**config.mk**
```make
export PLATFORM = sky130hd
export DESIGN_NAME = pll_lockdet_filter
export DESIGN_NICKNAME = d
export VERILOG_FILES = /design/src/rtl/lockdet_pkg.sv /design/src/rtl/lockdet_phase_meter.sv /design/src/rtl/lockdet_hysteresis.sv /design/src/rtl/pll_lockdet_filter.sv
export SDC_FILE = /design/constraint.sdc
export NUM_CORES = 1
export LEC_CHECK = 0
export BUFFER_PORTS_ARGS = -buffer_cell sky130_fd_sc_hd__clkbuf_2
export CAP_MARGIN = 20
export CORE_MARGIN = 8
export CORE_UTILIZATION = 55
export DETAILED_ROUTE_END_ITERATION = 10
export GPL_ROUTABILITY_DRIVEN = 0
export HOLD_SLACK_MARGIN = 0.15
export PLACE_DENSITY_LB_ADDON = 0.25
export SETUP_SLACK_MARGIN = 0.3
export SYNTH_ARGS = -nofsm -noshare
export SYNTH_HDL_FRONTEND = slang
export SYNTH_SLANG_ARGS = --single-unit
```
**constraint.sdc**
```tcl
create_clock -name clk -period 5.9 [get_ports clk]
set_clock_uncertainty 0.05 [all_clocks]
set_input_delay 1.18 -clock clk [delete_from_list [all_inputs] [get_ports clk]]
set_output_delay 1.18 -clock clk [all_outputs]
set_load 0.02 [all_outputs]
```
**src/rtl/lockdet_pkg.sv**
```systemverilog
package lockdet_pkg;

    // Phase meter: idle until a reference edge, or waiting for a lagging feedback edge
    typedef enum logic [0:0] {
        M_IDLE,
        M_WAIT
    } meter_state_t;

    // Lock filter states
    typedef enum logic [1:0] {
        L_OFF,
        L_SEARCH,
        L_LOCKED
    } lock_state_t;

endpackage

```
**src/rtl/lockdet_phase_meter.sv**
```systemverilog
module lockdet_phase_meter
    import lockdet_pkg::*;
#(
    parameter int TW = 8
) (
    input  logic          clk,
    input  logic          rst_n,
    input  logic          ref_in,
    input  logic          fb_in,
    input  logic          pwr_dn,
    input  logic [TW-1:0] thr,
    output logic          good,
    output logic          bad
);

    localparam logic [TW-1:0] CNT_MAX = '1;
    localparam logic [TW-1:0] CNT_ONE = TW'(1);

    meter_state_t  state, nxt;
    logic          ref_q, fb_q;
    logic          ref_rise, fb_rise;
    logic [TW-1:0] fb_age;      // ticks since last feedback edge, saturating
    logic [TW-1:0] lag, lag_nxt; // ticks since the pending reference edge
    logic [TW-1:0] lead;
    logic          good_raw, bad_raw;

    assign ref_rise = ref_in & ~ref_q;
    assign fb_rise  = fb_in & ~fb_q;
    assign lead     = fb_rise ? '0 : fb_age;

    // State register and counters
    always_ff @(posedge clk or negedge rst_n) begin
        if (!rst_n) begin
            state  <= M_IDLE;
            ref_q  <= 1'b0;
            fb_q   <= 1'b0;
            fb_age <= CNT_MAX;
            lag    <= '0;
        end else begin
            ref_q <= ref_in;
            fb_q  <= fb_in;
            if (pwr_dn) begin
                state  <= M_IDLE;
                fb_age <= CNT_MAX;
                lag    <= '0;
            end else begin
                state <= nxt;
                lag   <= lag_nxt;
                if (fb_rise)
                    fb_age <= CNT_ONE;
                else if (fb_age != CNT_MAX)
                    fb_age <= fb_age + CNT_ONE;
            end
        end
    end

    // Next state and verdicts
    always_comb begin
        nxt      = state;
        lag_nxt  = lag;
        good_raw = 1'b0;
        bad_raw  = 1'b0;
        unique case (state)
            M_IDLE: begin
                if (ref_rise) begin
                    if (lead < thr) begin
                        good_raw = 1'b1;
                    end else begin
                        nxt     = M_WAIT;
                        lag_nxt = CNT_ONE;
                    end
                end
            end
            M_WAIT: begin
                if (fb_rise) begin
                    if (lag < thr) good_raw = 1'b1;
                    else           bad_raw  = 1'b1;
                    nxt = M_IDLE;
                end else if (ref_rise) begin
                    bad_raw = 1'b1;
                    lag_nxt = CNT_ONE;
                end else if (lag >= thr) begin
                    bad_raw = 1'b1;
                    nxt     = M_IDLE;
                end else begin
                    lag_nxt = lag + CNT_ONE;
                end
            end
            default: nxt = M_IDLE;
        endcase
    end

    assign good = good_raw & ~pwr_dn;
    assign bad  = bad_raw & ~pwr_dn;

endmodule

```
**src/rtl/lockdet_hysteresis.sv**
```systemverilog
module lockdet_hysteresis
    import lockdet_pkg::*;
#(
    parameter int GOOD_RUN = 5
) (
    input  logic clk,
    input  logic rst_n,
    input  logic pwr_dn,
    input  logic good,
    input  logic bad,
    output logic locked
);

    localparam int            CW       = $clog2(GOOD_RUN + 1);
    localparam logic [CW-1:0] RUN_LAST = CW'(GOOD_RUN - 1);

    lock_state_t   state, nxt;
    logic [CW-1:0] run_cnt, run_nxt;

    // State register
    always_ff @(posedge clk or negedge rst_n) begin
        if (!rst_n) begin
            state   <= L_OFF;
            run_cnt <= '0;
        end else begin
            state   <= nxt;
            run_cnt <= run_nxt;
        end
    end

    // Transitions
    always_comb begin
        nxt     = state;
        run_nxt = run_cnt;
        if (pwr_dn) begin
            nxt     = L_OFF;
            run_nxt = '0;
        end else begin
            unique case (state)
                L_OFF: begin
                    nxt     = L_SEARCH;
                    run_nxt = '0;
                end
                L_SEARCH: begin
                    if (bad) begin
                        run_nxt = '0;
                    end else if (good) begin
                        if (run_cnt == RUN_LAST) begin
                            nxt     = L_LOCKED;
                            run_nxt = '0;
                        end else begin
                            run_nxt = run_cnt + CW'(1);
                        end
                    end
                end
                L_LOCKED: begin
                    if (bad) nxt = L_SEARCH;
                end
                default: nxt = L_OFF;
            endcase
        end
    end

    // Outputs
    always_comb begin
        locked = (state == L_LOCKED);
    end

endmodule

```
**src/rtl/pll_lockdet_filter.sv**
```systemverilog
module pll_lockdet_filter #(
    parameter int NUM_LOOPS = 2,
    parameter int TW        = 8,
    parameter int GOOD_RUN  = 5
) (
    input  logic                 clk,
    input  logic                 rst_n,
    input  logic [NUM_LOOPS-1:0] ref_pulse,
    input  logic [NUM_LOOPS-1:0] fb_pulse,
    input  logic [NUM_LOOPS-1:0] pwr_dn,
    input  logic [TW-1:0]        narrow_ticks,
    input  logic [TW-1:0]        wide_ticks,
    output logic [NUM_LOOPS-1:0] lock_loop,
    output logic                 lock_all
);

    logic [NUM_LOOPS-1:0] good_v;
    logic [NUM_LOOPS-1:0] bad_v;

    for (genvar g = 0; g < NUM_LOOPS; g++) begin : g_loop
        logic [TW-1:0] thr;
        assign thr = lock_loop[g] ? wide_ticks : narrow_ticks;

        lockdet_phase_meter #(.TW(TW)) i_meter (
            .clk    (clk),
            .rst_n  (rst_n),
            .ref_in (ref_pulse[g]),
            .fb_in  (fb_pulse[g]),
            .pwr_dn (pwr_dn[g]),
            .thr    (thr),
            .good   (good_v[g]),
            .bad    (bad_v[g])
        );

        lockdet_hysteresis #(.GOOD_RUN(GOOD_RUN)) i_filter (
            .clk    (clk),
            .rst_n  (rst_n),
            .pwr_dn (pwr_dn[g]),
            .good   (good_v[g]),
            .bad    (bad_v[g]),
            .locked (lock_loop[g])
        );
    end

    assign lock_all = &lock_loop;

endmodule

```
==> summary.txt <==
Die
  • Total Die Area: 9410 um2
  • Die height: 97 um
  • Io pins: 27
  • Chip width: 97 um
  • Initial Util: 56.8%
  • Core area: 6350 um2
  • FP Rows: 29

Timing
  • Final hold violation count: 0
  • Hold Slack: around 0.44 ns
  • Final setup viols: 0
  • Final WS setup: 2.20 ns
  • Max-slew headroom: 49.2%
  • Unrepaired setup endpoints after global routing: false
  • Max Fclk: 270 MHz
  • Period minus WS final: 3.70 ns
  • Setup TNS: 0 ns
  • Max-slew violation count: 0
  • Period utilisation layout: between 60 and 70%
  • Worst-margin pin slew: 0.757 ns

Routing
  • Initial DRT Pass Iterations: 4
  • DR vias: 3108
  • Vias per Instance: 6.22
  • Total Routed Length: 8210 um
  • DRC Markers: 0
  • Detailed-route wire length per cell: 16.4 um
  • Final ANT Viol Nets: 0
  • Initial DRC count: 111

Power
  • Clock share of power: 22.3%
  • Lkg Pwr: 1.79 nW
  • Power density cells: 220 nW/um2
  • Tot Pwr: 0.000847 W
  • Internal power: 0.000567 W
  • Switching share of power: 33.0%
  • Flop pwr share: 48.7%
  • Worst vdd ir: 156 uV
  • Sw Pwr: 0.000280 W
  • Gate power share: 29.1%

Clock tree
  • Htree depth: 2
  • Max clock buf depth: 2
  • Clock transition at path regs: 0.09 ns
  • # hold bufs at CTS: 0
  • Clock sinks: 48
  • Post-CTS resize count: 0
  • Worst-skew pair later-pin latency: 0.30 ns
  • Root buffer cell: clkbuf_8
  • Number of buffers created by CTS: 5
  • Post-CTS Setup Inserts: 0
  • CTS tree: built

Setup path
  • Worst path max stage delay: 0.64 ns
  • Buf/Inv on CP: 1
  • Setup CP Type: input pin to register
  • Element type at the critical path end: register
  • Critical path's slowest cell: a311oi_1
  • Worst Setup Start Kind: input pin
  • CP arrival: 3.86 ns
  • Crit path required time: slightly above 6 ns
  • Worst-path fanout max: 11
  • Crit-path most repeated cell: a21o_1
  • Reg2Reg Setup Slack: 2.22 ns
  • Cell chain of the critical path: clkbuf_2 -> nand2b_1 -> and2_1 -> ha_1 -> a21o_1 -> a21o_1 -> a2111oi_0 -> nand2_1 -> a311oi_1 -> o21ai_0 -> o31ai_1
  • CP delay by family, top: compound AO/OA/AOI/OAI gates

Outcome
  • Status: completed

Synth
  • Share of the synthesized area in the top cell type: 22.2%
  • Post-synth EDFFs: 0
  • Top FF cell, synth: dfrtp_1
  • Async SR Flop Fraction: 100%
  • Seq/Total Area, Yosys: 33.8%
  • Post-synth top area cell: dfrtp_1
  • Mapped Area: 3610 um2
  • Cells after synthesis: 403
  • Syn Nets: 465
  • Top cells by area, synth: dfrtp_1 (22%), ha_1 (13%), dfstp_2 (12%)
  • Syn Area/Cell: 8.95 um2
  • Synth unique cells: 56
  • Seq cells post-synth: 48
  • Yosys warnings: 0

GRT
  • First-pass GRT wire length: around 14000 um
  • Vias in the first global route: 2979
  • Overflow after GRT: 0
  • GRT Overall Usage: between 15 and 20%
  • Initial antenna violation count: 0
  • Largest net degree at the start of global routing: 49

Placed design
  • Detail Placement HPWL: 6300 um
  • Setup Slack @ Placement: 1.92 ns
  • Placed cells: 492
  • IO Port Bufs: 26

Final layout
  • Antenna Cells: 0
  • Nets: 484
  • Commonest non-fill, non-tap cell in the layout: ha_1
  • Share of cells above drive strength 1: 13.5%
  • Fill count: a little under 600
  • Finished Layout Cells: 500
  • Area added between synthesis and finish: 6.48%
  • Most frequent cells in the layout: ha_1 (38), dfrtp_1 (32), o21ai_0 (29), nand2_1 (28), nand3_1 (28)

Flow run
  • # Max-Cap Violations: 0

Hold path
  • HP Class: register to register
-- power by group through the flow --
stage	Combinational [W]	Sequential, W	Clock, W
2_1_floorplan	0.000191	0.000406	0
3_3_place_gp	0.000235	0.000417	0
3_5_place_dp	0.000245	0.000418	0
4_1_cts	0.000246	0.000412	0.000199
5_1_grt	0.000281	0.000419	0.000209
6_report	0.000246	0.000412	0.000189
-- area by class of cell --
| type | instances | area (um2) | share of cell area, % |
|---|---|---|---|
| clock inverters | 1 | 5.00 | 0.130 |
| multi-input cells | 324 | 2250 | 58.4 |
| inverters | 16 | 60.1 | 1.56 |
| repair buffers | 27 | 138 | 3.58 |
| well taps | 77 | 96.3 | 2.51 |
| clock buffers | 7 | 76.3 | 1.99 |
| flip-flops and latches | 48 | 1220 | 31.8 |
-- path summary, 6_finish.rpt --
kind                                                                 from  cells after the start                                   endpoint
min in group asynchronous                                           rst_n                      2       g_loop[0].i_meter.lag[4]$_DFFE_PN0P_
worst max-delay path                                          fb_pulse[1]                     11       g_loop[1].i_meter.lag[7]$_DFFE_PN0P_
max in group asynchronous                                           rst_n                      2           g_loop[1].i_meter.fb_q$_DFF_PN0_
worst max register to register    g_loop[1].i_filter.state[1]$_DFFE_PN0P_                     10       g_loop[1].i_meter.lag[5]$_DFFE_PN0P_
worst min register to register  g_loop[1].i_filter.run_cnt[2]$_DFFE_PN0P_                      1  g_loop[1].i_filter.run_cnt[2]$_DFFE_PN0P_
worst min-delay path            g_loop[1].i_filter.run_cnt[2]$_DFFE_PN0P_                      1  g_loop[1].i_filter.run_cnt[2]$_DFFE_PN0P_
-- per-layer routing --
layer | global-route usage [%] | vias up | wire (um)
met4 | 4.50 | 0 | 67
met5 | 0 | - | 0
met3 | 3.27 | 5 | 362
met2 | 29.0 | 75 | 3940
li1 | - | 1537 | -
met1 | 22.2 | 1491 | 3840
-- sequential cells by signal (all words and copies together), names as in the netlist --
name / cells
g_loop.i_filter.state: 4
g_loop.i_meter.fb_q: 2
g_loop.i_meter.state: 2
g_loop.i_filter.run_cnt: 6
g_loop.i_meter.fb_age: 16
g_loop.i_meter.lag: 16
g_loop.i_meter.ref_q: 2
-- cells by family after synthesis --
kind of cell               Yosys count  synth area share (%)
muxes                               21                  6.00
xor gates and xnor gates             4                 0.971
adders and majority gates           38                  13.2
DFF                                 48                  33.8
AOI/OAI and AO/OA                  106                  19.1
buffers and inverters               31                  3.92
and+or+nand+nor                    155                  23.0
-- per-stage QoR --
stage | utilization [%] | area, um2
CTS | 60.5 | 3840
detailed placement | 59.2 | 3760
global route | 60.5 | 3840
floorplan | - | 3610
global placement | 59.2 | 3760
finish | 60.5 | 3840
-- synth_stat cells (all sizes together) (4+ instances only) --
library cell	count
clkbuf	8
dfstp	16
a21oi	21
nand4	8
a211oi	4
buf	7
o21ai	29
dfrtp	32
ha	38
or4	5
and3	13
o31ai	4
inv	15
mux2i	19
nor2	22
nand2	28
nand2b	11
a31oi	15
nand3	29
and2	15
a21o	8
nor2b	6
(Power assumes the default switching activity.)
